`src/rtl/ddr_wr_pkg.sv`:
```
package ddr_wr_pkg;

    typedef enum logic {
        BURST4 = 1'b0,
        BURST8 = 1'b1
    } burst_e;

    localparam int BEAT_W  = 2;
    localparam int COL_MAX = 16;

    // Column of element ofs inside a burst that starts at start, wrapping in the aligned block
    function automatic logic [COL_MAX-1:0] wrap_col(input logic [COL_MAX-1:0] start,
                                                   input logic [2:0] ofs,
                                                   input burst_e bl);
        logic [COL_MAX-1:0] m;
        logic [COL_MAX-1:0] s;
        m = (bl == BURST8) ? COL_MAX'(7) : COL_MAX'(3);
        s = start + COL_MAX'(ofs);
        return (start & ~m) | (s & m);
    endfunction

    function automatic logic [BEAT_W-1:0] final_beat(input burst_e bl);
        return (bl == BURST8) ? BEAT_W'(3) : BEAT_W'(1);
    endfunction

endpackage

```
`src/rtl/ddr_wr_cmd_delay.sv`:
```
module ddr_wr_cmd_delay #(
    parameter int W     = 8,
    parameter int DEPTH = 3
) (
    input  logic         clk,
    input  logic         rst,
    input  logic         in_vld,
    input  logic [W-1:0] in_dat,
    output logic         out_vld,
    output logic [W-1:0] out_dat
);
    logic [DEPTH-1:0] vld_q;
    logic [W-1:0]     dat_q [DEPTH];

    always_ff @(posedge clk) begin
        if (rst) begin
            vld_q <= '0;
        end else begin
            vld_q[0] <= in_vld;
            for (int i = 1; i < DEPTH; i++) vld_q[i] <= vld_q[i-1];
        end
    end

    always_ff @(posedge clk) begin
        dat_q[0] <= in_dat;
        for (int i = 1; i < DEPTH; i++) dat_q[i] <= dat_q[i-1];
    end

    assign out_vld = vld_q[DEPTH-1];
    assign out_dat = dat_q[DEPTH-1];
endmodule

```
`src/rtl/ddr_wr_burst_seq.sv`:
```
module ddr_wr_burst_seq
    import ddr_wr_pkg::*;
#(
    parameter int BANK_W = 2,
    parameter int COL_W  = 4
) (
    input  logic              clk,
    input  logic              rst,
    input  logic              start,
    input  logic [BANK_W-1:0] st_bank,
    input  logic [COL_W-1:0]  st_col,
    input  burst_e            st_bl,
    input  logic              dqs_tog,
    output logic              wr_en,
    output logic [BANK_W-1:0] wr_bank,
    output logic [COL_W-1:0]  wr_col_r,
    output logic [COL_W-1:0]  wr_col_f,
    output logic              done
);
    logic              act_q;
    burst_e            bl_q;
    logic [BEAT_W-1:0] beat_q;
    logic [BANK_W-1:0] bank_q;
    logic [COL_W-1:0]  col_q;
    logic              done_q;

    logic              cur_act;
    burst_e            cur_bl;
    logic [BEAT_W-1:0] cur_beat;
    logic [BANK_W-1:0] cur_bank;
    logic [COL_W-1:0]  cur_col;
    logic              is_last;

    // A freshly arrived command always wins: this gives both chaining and truncation
    always_comb begin
        if (start) begin
            cur_act  = 1'b1;
            cur_bl   = st_bl;
            cur_beat = '0;
            cur_bank = st_bank;
            cur_col  = st_col;
        end else begin
            cur_act  = act_q;
            cur_bl   = bl_q;
            cur_beat = beat_q;
            cur_bank = bank_q;
            cur_col  = col_q;
        end
        is_last = cur_act && (cur_beat == final_beat(cur_bl));
    end

    always_ff @(posedge clk) begin
        if (rst) begin
            act_q  <= 1'b0;
            bl_q   <= BURST4;
            beat_q <= '0;
            bank_q <= '0;
            col_q  <= '0;
            done_q <= 1'b0;
        end else begin
            act_q  <= cur_act && !is_last;
            bl_q   <= cur_bl;
            beat_q <= cur_beat + BEAT_W'(1);
            bank_q <= cur_bank;
            col_q  <= cur_col;
            done_q <= is_last;
        end
    end

    assign wr_en    = cur_act && dqs_tog;
    assign wr_bank  = cur_bank;
    assign wr_col_r = COL_W'(wrap_col(COL_MAX'(cur_col), {cur_beat, 1'b0}, cur_bl));
    assign wr_col_f = COL_W'(wrap_col(COL_MAX'(cur_col), {cur_beat, 1'b1}, cur_bl));
    assign done     = done_q;

    // a running burst never holds a beat index beyond its last slot
    assert_beat_in_range_R3: assert property (@(posedge clk) disable iff (rst)
        act_q |-> (beat_q != '0) && (beat_q <= final_beat(bl_q)));

    // the two elements of one slot never land on the same column
    assert_cols_distinct_R4: assert property (@(posedge clk) disable iff (rst)
        wr_en |-> (wr_col_r != wr_col_f));

    // with neither a new nor a running burst nothing is written
    assert_idle_no_write_R7: assert property (@(posedge clk) disable iff (rst)
        (!start && !act_q) |-> !wr_en);

    // every burst spans at least two slots, so done never lasts two cycles
    assert_done_single_R10: assert property (@(posedge clk) disable iff (rst)
        done |=> !done);
endmodule

```
`src/rtl/ddr_wr_mem.sv`:
```
module ddr_wr_mem #(
    parameter int BANK_W = 2,
    parameter int COL_W  = 4,
    parameter int LANES  = 2
) (
    input  logic                  clk,
    input  logic                  rst,
    input  logic                  we,
    input  logic [BANK_W-1:0]     bank,
    input  logic [COL_W-1:0]      col_r,
    input  logic [COL_W-1:0]      col_f,
    input  logic [8*LANES-1:0]    dat_r,
    input  logic [8*LANES-1:0]    dat_f,
    input  logic [LANES-1:0]      msk_r,
    input  logic [LANES-1:0]      msk_f,
    input  logic [BANK_W-1:0]     rd_bank,
    input  logic [COL_W-1:0]      rd_col,
    output logic [8*LANES-1:0]    rd_data
);
    localparam int AW    = BANK_W + COL_W;
    localparam int WORDS = 1 << AW;
    localparam int DW    = 8 * LANES;

    logic [DW-1:0] mem [WORDS];
    logic [AW-1:0] addr_r;
    logic [AW-1:0] addr_f;

    assign addr_r = {bank, col_r};
    assign addr_f = {bank, col_f};

    always_ff @(posedge clk) begin
        if (rst) begin
            for (int i = 0; i < WORDS; i++) mem[i] <= '0;
        end else if (we) begin
            for (int l = 0; l < LANES; l++) begin
                if (!msk_r[l]) mem[addr_r][8*l +: 8] <= dat_r[8*l +: 8];
                if (!msk_f[l]) mem[addr_f][8*l +: 8] <= dat_f[8*l +: 8];
            end
        end
    end

    assign rd_data = mem[{rd_bank, rd_col}];
endmodule

```
`src/rtl/ddr_wr_capture.sv`:
```
module ddr_wr_capture
    import ddr_wr_pkg::*;
#(
    parameter int BANK_W = 2,
    parameter int COL_W  = 4,
    parameter int LANES  = 2,
    parameter int WL     = 3
) (
    input  logic                  clk,
    input  logic                  rst,
    input  logic                  wr_cmd,
    input  logic [BANK_W-1:0]     wr_bank,
    input  logic [COL_W-1:0]      wr_col,
    input  logic                  wr_bl8,
    input  logic                  dqs_tog,
    input  logic [8*LANES-1:0]    dq_rise,
    input  logic [8*LANES-1:0]    dq_fall,
    input  logic [LANES-1:0]      dm_rise,
    input  logic [LANES-1:0]      dm_fall,
    input  logic [BANK_W-1:0]     rd_bank,
    input  logic [COL_W-1:0]      rd_col,
    output logic [8*LANES-1:0]    rd_data,
    output logic                  burst_done
);
    localparam int CMD_W = 1 + BANK_W + COL_W;

    logic              st_vld;
    logic [CMD_W-1:0]  st_dat;
    logic              we;
    logic [BANK_W-1:0] w_bank;
    logic [COL_W-1:0]  w_col_r;
    logic [COL_W-1:0]  w_col_f;

    ddr_wr_cmd_delay #(.W(CMD_W), .DEPTH(WL)) u_delay (
        .clk     (clk),
        .rst     (rst),
        .in_vld  (wr_cmd),
        .in_dat  ({wr_bl8, wr_bank, wr_col}),
        .out_vld (st_vld),
        .out_dat (st_dat)
    );

    ddr_wr_burst_seq #(.BANK_W(BANK_W), .COL_W(COL_W)) u_seq (
        .clk      (clk),
        .rst      (rst),
        .start    (st_vld),
        .st_bank  (st_dat[COL_W +: BANK_W]),
        .st_col   (st_dat[COL_W-1:0]),
        .st_bl    (burst_e'(st_dat[CMD_W-1])),
        .dqs_tog  (dqs_tog),
        .wr_en    (we),
        .wr_bank  (w_bank),
        .wr_col_r (w_col_r),
        .wr_col_f (w_col_f),
        .done     (burst_done)
    );

    ddr_wr_mem #(.BANK_W(BANK_W), .COL_W(COL_W), .LANES(LANES)) u_mem (
        .clk     (clk),
        .rst     (rst),
        .we      (we),
        .bank    (w_bank),
        .col_r   (w_col_r),
        .col_f   (w_col_f),
        .dat_r   (dq_rise),
        .dat_f   (dq_fall),
        .msk_r   (dm_rise),
        .msk_f   (dm_fall),
        .rd_bank (rd_bank),
        .rd_col  (rd_col),
        .rd_data (rd_data)
    );
endmodule

```
`config.mk`:
```
export PLATFORM = sky130hd
export DESIGN_NAME = ddr_wr_capture
export DESIGN_NICKNAME = d
export VERILOG_FILES = /design/src/rtl/ddr_wr_pkg.sv /design/src/rtl/ddr_wr_cmd_delay.sv /design/src/rtl/ddr_wr_burst_seq.sv /design/src/rtl/ddr_wr_mem.sv /design/src/rtl/ddr_wr_capture.sv
export SDC_FILE = /design/constraint.sdc
export NUM_CORES = 2
export LEC_CHECK = 0
export CORE_ASPECT_RATIO = 1.1
export CORE_MARGIN = 2
export CORE_UTILIZATION = 25
export CTS_BUF_LIST = sky130_fd_sc_hd__clkbuf_4 sky130_fd_sc_hd__clkbuf_8
export DETAILED_ROUTE_END_ITERATION = 7
export PLACE_DENSITY = 0.38
export SLEW_MARGIN = 20
export SYNTH_ARGS = -nofsm -noshare
export SYNTH_HDL_FRONTEND = slang
export SYNTH_SLANG_ARGS = --single-unit
```
`constraint.sdc`:
```
create_clock -name clk -period 3.7 [get_ports clk]
set_input_delay 0.37 -clock clk [delete_from_list [all_inputs] [get_ports clk]]
set_output_delay 0.37 -clock clk [all_outputs]
set_load 0.02 [all_outputs]
```
# Word-level counts from Yosys, hierarchy flattened
# Memory sizes are Yosys's and may differ from the RTL's.
# Index checks and enable logic that the tools add are counted.
dict set report classes {
  n_addsub 3
  eq_ne 1
  muxes 31
  bitwise_logic 6
  n_reduce_logical 6
}
# cell n
set op_table {}
lappend op_table {{two-way mux 16 bit} 2}
lappend op_table {{OR reduction 16 bit} 2}
lappend op_table {{two-way mux 1 bit} 20}
lappend op_table {{bitwise AND 4 bit} 3}
lappend op_table {{two-way mux 6 bit} 2}
lappend op_table {{two-way mux 2 bit} 5}
lappend op_table {{adder 4 x 3 -> 4 bit} 2}
lappend op_table {{OR 4 bit} 2}
lappend op_table {{two-way mux 4 bit} 1}
lappend op_table {{inverter 4 bit} 1}
lappend op_table {{logical AND 1 bit} 3}
lappend op_table {{two-way mux 3 bit} 1}
lappend op_table {{adder 2 x 1 -> 2 bit (second input constant)} 1}
lappend op_table {{equality test 2 bit} 1}
lappend op_table {{zero test 1 bit} 1}
dict set report totals {
  regBits 14
  ram_bits 1045
  inputBits 53
  output_inout_bits 17
  elab_cells 56
  mem_count 2
}
# name words word_bits rd rd_clocked_by_memory_dff write_ports line_no
set mem_list {}
lappend mem_list {u_mem.mem 64 16 1 0 64 ddr_wr_mem.sv:24} ;# logic [DW-1:0] mem [WORDS];
lappend mem_list {u_delay.dat_q 3 7 3 0 3 ddr_wr_cmd_delay.sv:13} ;# logic [W-1:0] dat_q [DEPTH];

# Depth between registers and ports, before layout
dict set report logic_depth {
  word_depth 7
  mapped_depth 11
  mapped_depth_nobuf 8
}

# Modules after synthesis
# From an unflattened synthesis, not the netlist that was laid out.
dict set report unflattened {
  cells_unflattened 3616
  area_unflattened_um2 54205.7
}
# mod n_inst cells_each area_per_inst_um2 seq_area_each_um2
set by_module_without_submodules {}
lappend by_module_without_submodules {ddr_wr_mem 1 3516 53050.9 30749.5}
lappend by_module_without_submodules {ddr_wr_burst_seq 1 66 603.1 220.2}
lappend by_module_without_submodules {ddr_wr_cmd_delay 1 34 551.8 480.5}

# Worst setup path after synthesis
# Ideal clock, no wire load.
dict set report synth_timing {
  path_kind {reg2reg}
  startpoint {register u_delay.vld_q[2]}
  endpoint {memory u_mem.mem[0][0] (netlist bit), enable pin}
  setup_time_ns 0.328
  t_arrival_ns 3.134
  required_time_ns 3.372
  slack_ns 0.238
  stages_incl_launch_ff 12
  n_path_buf 4
  period_less_slack_ns 3.462
  cell_sequence {dfxtp_1 -> buf_2 -> buf_2 -> mux2_2 -> fa_1 -> xor2_1 -> a21boi_0 -> o31a_1 -> buf_2 -> buf_2 -> nor3_2 -> or3_1}
}
# element line_no
set synth_rtl {}
lappend synth_rtl {{from (decl)} ddr_wr_cmd_delay.sv:12} ;# logic [DEPTH-1:0] vld_q;
lappend synth_rtl {{from (signal assigned)} ddr_wr_cmd_delay.sv:17} ;# vld_q <= '0;
lappend synth_rtl {{to (decl)} ddr_wr_mem.sv:24}

==> metrics.log <==
INFO  metric run_status = completed
INFO  metric grt.overflow.total = 0
INFO  metric crit_slowest_cell = sky130_fd_sc_hd__nor3_2
INFO  metric drc_errors = 0
INFO  metric post_route_skew = 35.8 ps
INFO  metric syn-instance-count = 3,480
INFO  metric clock.fmax = 273 MHz
INFO  metric yosys-top-cells-area = sky130_fd_sc_hd__edfxtp_1 (57%), sky130_fd_sc_hd__a22o_1 (17%), sky130_fd_sc_hd__mux4_2 (11%)
INFO  metric i_o_buffers = 69
INFO  metric gp_congestion = 0.791
INFO  metric grt_antenna_before_repair = 5
INFO  metric synth.area.mux_share = 11.8%
INFO  metric syn-num-nets = 3,535
INFO  metric final_min_period_over_clock_period = 99.0%
INFO  metric chipWidth = 446 um
INFO  metric number_of_synthesized_register_bits = 1,059
INFO  metric timing.final.setup_violations = 0
INFO  metric clk_latency = 940 ps
INFO  metric synthMostInstantiatedCell = sky130_fd_sc_hd__a22o_1
INFO  metric route.vias.total = 36,900
INFO  metric synth_top_family_by_area = compound AO/OA/AOI/OAI gates
INFO  metric iteration_0_drc_markers = 3,950
INFO  metric io_pins = 70
INFO  metric area_delta_synth_final = 19.5%
INFO  metric cp.required = 4290 ps
INFO  metric core_region_area = 214,000 sq um
INFO  metric synth_top_cell_area_share = 57.3%
INFO  metric timing.critical_path.from_type = register
INFO  metric final_core_utilization = 30.0%
INFO  metric floorplan.rows = 178
INFO  metric detail_route.vias_per_cell = 5.56
INFO  metric synth-compound-area-share = 18.8%
INFO  metric critical-path-max-stage-delay = 490 ps
INFO  metric critPathTopFamily = simple AND/OR/NAND/NOR gates
INFO  metric tightest_slew = 1060 ps
INFO  metric postPlaceCellArea = 59,300 sq um
INFO  metric total_power = 0.0285 W
INFO  metric postRouteWirelength = 222,000 um
INFO  metric synth_fa_ha_area_share = 0.0606%
INFO  metric number_of_buffers_created_by_cts = 194
INFO  metric design.die.area = 218,000 sq um
INFO  metric finalWorstSetupSlack = 37.6 ps
INFO  metric leakage_power_summed_over_all_cells = 22.1 nW
INFO  metric grt_start_max_net_pins = 52
INFO  metric synthesis.area = 53,700 sq um
INFO  metric postCtsSetupRepairBufs = 0
INFO  metric final_layout_size_suffix_gt1_share = 33.9%
INFO  metric synth_seq_area_share = 58.6%
INFO  metric first_global_vias = 37,400
INFO  metric final_max_slew_viol_count = 0
INFO  metric grtUsageTotal = 19.9%
INFO  metric ys_warn_count = 0
INFO  metric nFillCells = 21,100
INFO  metric synth.largest_area_cell = sky130_fd_sc_hd__edfxtp_1
INFO  metric worst_setup_hold_path_clk_slew = 60 ps
INFO  metric finalHoldViolCount = 0
INFO  metric post-route-min-period = 3660 ps
INFO  metric ys_async_sr_fraction = 0%
INFO  metric drtAntennaViolNets = 0
INFO  metric tritoncts = built
INFO  metric routed_wire_length_per_instance = 33.4 um
INFO  metric syn-mean-instance-area = 15.4 sq um
INFO  metric numClockSinks = 1,059
INFO  metric cts_buffer_depth = 3
INFO  metric cts-root-buf = sky130_fd_sc_hd__clkbuf_8
INFO  metric power.ir.vdd_worst = 0.276 mV
INFO  metric start_util = 25.1%
INFO  metric hp-class = input pin to register
INFO  metric synth_ff_type = sky130_fd_sc_hd__edfxtp_1
INFO  metric nNetsFinal = 3,747
INFO  metric die_height = 490 um
INFO  metric wire_length_of_the_first_global_routing_pass = 308,000 um
INFO  metric postLayoutCellArea = 64,100 sq um
INFO  metric dpl_worst_slack = -59.9 ps
INFO  metric synth_enable_flop_cells = 1,024
INFO  metric crit_path_cell_trace = mux2_2, fa_1, xor2_1, nor3b_1, buf_4, o31ai_4, buf_12, buf_12, nor3_2, or3_1
INFO  metric timing.critical_path.buf_inv = 3
INFO  metric h-tree-depth = 4
INFO  metric power.density = 445 nW/um^2
INFO  metric place_hpwl = 145,000 um
INFO  metric synth-xor-area-share = 0.0653%
INFO  metric grt_setup_unrepaired = true
INFO  metric timing.reg2reg.setup_slack = 40 ps
INFO  metric firstDrtPassIters = 5
INFO  metric path_class = register to register
INFO  metric netlist-cell-type-count = 45
INFO  metric endpoint_class_of_the_critical_path = register
INFO  metric cp_data_arrival_time = 4250 ps
INFO  metric synth_simple_gate_area_share = 7.65%
INFO  metric cp_common_cell = sky130_fd_sc_hd__buf_12
INFO  metric maxSlewHeadroom = 29.3%
INFO  metric synth_common_cells = sky130_fd_sc_hd__a22o_1 (1,037), sky130_fd_sc_hd__edfxtp_1 (1,024), sky130_fd_sc_hd__nor3_2 (260)
INFO  metric largest_fanout_of_any_net_on_the_critical_path = 15
INFO  metric cap_viol_max_count = 0
[power by group]
part           switching [W]  internal, W  total, W
clock                0.00535      0.00637    0.0117
combinational        0.00214     0.000948   0.00309
sequential          0.000193       0.0135    0.0137
total                0.00768       0.0208    0.0285
[path summary, 6_finish.rpt]
path / start / to / depth (start not counted)
worst min-delay path: dq_rise[3] / u_mem.mem[58][3]$_DFFE_PP_ / 2
worst max register to register: u_delay.vld_q[2]$_SDFF_PP0_ / u_mem.mem[22][12]$_DFFE_PP_ / 10
worst min register to register: u_delay.dat_q[0][6]$_DFF_P_ / u_delay.dat_q[0][13]$_DFF_P_ / 0
worst max-delay path: u_delay.vld_q[2]$_SDFF_PP0_ / u_mem.mem[22][12]$_DFFE_PP_ / 10
[routing by layer]
layer	vias up	track usage, %	share of wire (%)
met1	19700	28.0	45
met3	352	2.71	5.3
met5	-	0	0
met2	1479	31.8	47
met4	0	5.66	2.7
li1	15400	-	-
[flip-flops by register name (all words and copies together), names as in the netlist]
name,count
u_mem.mem,1024
u_delay.dat_q,21
u_seq.col_q,4
u_delay.vld_q,3
u_seq.bank_q,2
u_seq.beat_q,2
u_seq.act_q,1
u_seq.bl_q,1
u_seq.done,1
[cells in the final DEF (no fill, tap or decap), types with 6 or more instances in the layout]
cell type	Yosys	final
sky130_fd_sc_hd__a22oi_2	0	9
sky130_fd_sc_hd__buf_4	13	331
sky130_fd_sc_hd__a211oi_1	10	10
sky130_fd_sc_hd__nor3_2	260	178
sky130_fd_sc_hd__nor2_1	12	11
sky130_fd_sc_hd__o21ai_0	8	7
sky130_fd_sc_hd__o311ai_1	0	8
sky130_fd_sc_hd__nor3_4	0	84
sky130_fd_sc_hd__clkbuf_8	0	200
sky130_fd_sc_hd__clkdlybuf4s50_1	0	16
sky130_fd_sc_hd__a221oi_1	13	11
sky130_fd_sc_hd__edfxtp_1	1024	1024
sky130_fd_sc_hd__or3_1	138	92
sky130_fd_sc_hd__dlygate4sd3_1	0	9
sky130_fd_sc_hd__a21oi_1	28	27
sky130_fd_sc_hd__a22oi_1	49	40
sky130_fd_sc_hd__dfxtp_1	35	35
sky130_fd_sc_hd__clkbuf_4	0	52
sky130_fd_sc_hd__nand2_1	53	47
sky130_fd_sc_hd__clkinv_2	0	26
sky130_fd_sc_hd__mux2_2	21	21
sky130_fd_sc_hd__mux2i_1	40	37
sky130_fd_sc_hd__nor3_1	12	10
sky130_fd_sc_hd__a22o_1	1037	1037
sky130_fd_sc_hd__nand2b_1	10	6
sky130_fd_sc_hd__inv_6	0	6
sky130_fd_sc_hd__or3_4	0	46
sky130_fd_sc_hd__nor2b_1	21	19
sky130_fd_sc_hd__buf_12	0	44
sky130_fd_sc_hd__clkinv_1	0	48
sky130_fd_sc_hd__mux4_2	253	253
sky130_fd_sc_hd__bufinv_16	0	12
sky130_fd_sc_hd__o22ai_1	15	14
[kinds of logic (layout without fill, tap and decap cells)]
| kind of cell | count (synthesis) | in the layout |
|---|---|---|
| adders and majority gates | 2 | 2 |
| xor gates and xnor gates | 4 | 4 |
| DFF | 1059 | 1059 |
| other | 0 | 5 |
| buffers and inverters | 393 | 759 |
| muxes | 314 | 314 |
| AOI/OAI and AO/OA | 1182 | 1182 |
| and+or+nand+nor | 526 | 526 |
[stage by stage]
stage          setup TNS, ps  hold slack [ps]  cells
2_1_floorplan              0              310   3480
3_3_place_gp           -2400              314   6277
3_5_place_dp           -2230              313   6277
4_1_cts                -10.3             68.9   6636
5_1_grt                -8280              102   6639
6_report                   0              181   6641
[timing repair]
item                       CTS  global route
hold buffers                 9             0
hold endpoints to repair    18             0
resized for setup           50           109
setup endpoints to repair  161           812
[layout make-up]
cell class | count | area (sq um) | share of cell area [%]
Antenna cell | 5 | 12.5 | 0.0195
Clock buffer | 252 | 3140 | 4.90
Clock inverter | 98 | 772 | 1.20
Inverter | 2 | 7.51 | 0.0117
Multi-Input combinational cell | 2028 | 21600 | 33.6
Sequential cell | 1059 | 31500 | 49.0
Tap cell | 2790 | 3490 | 5.44
Timing Repair Buffer | 407 | 3690 | 5.75
No activity file was read; power rests on OpenSTA's default activity.
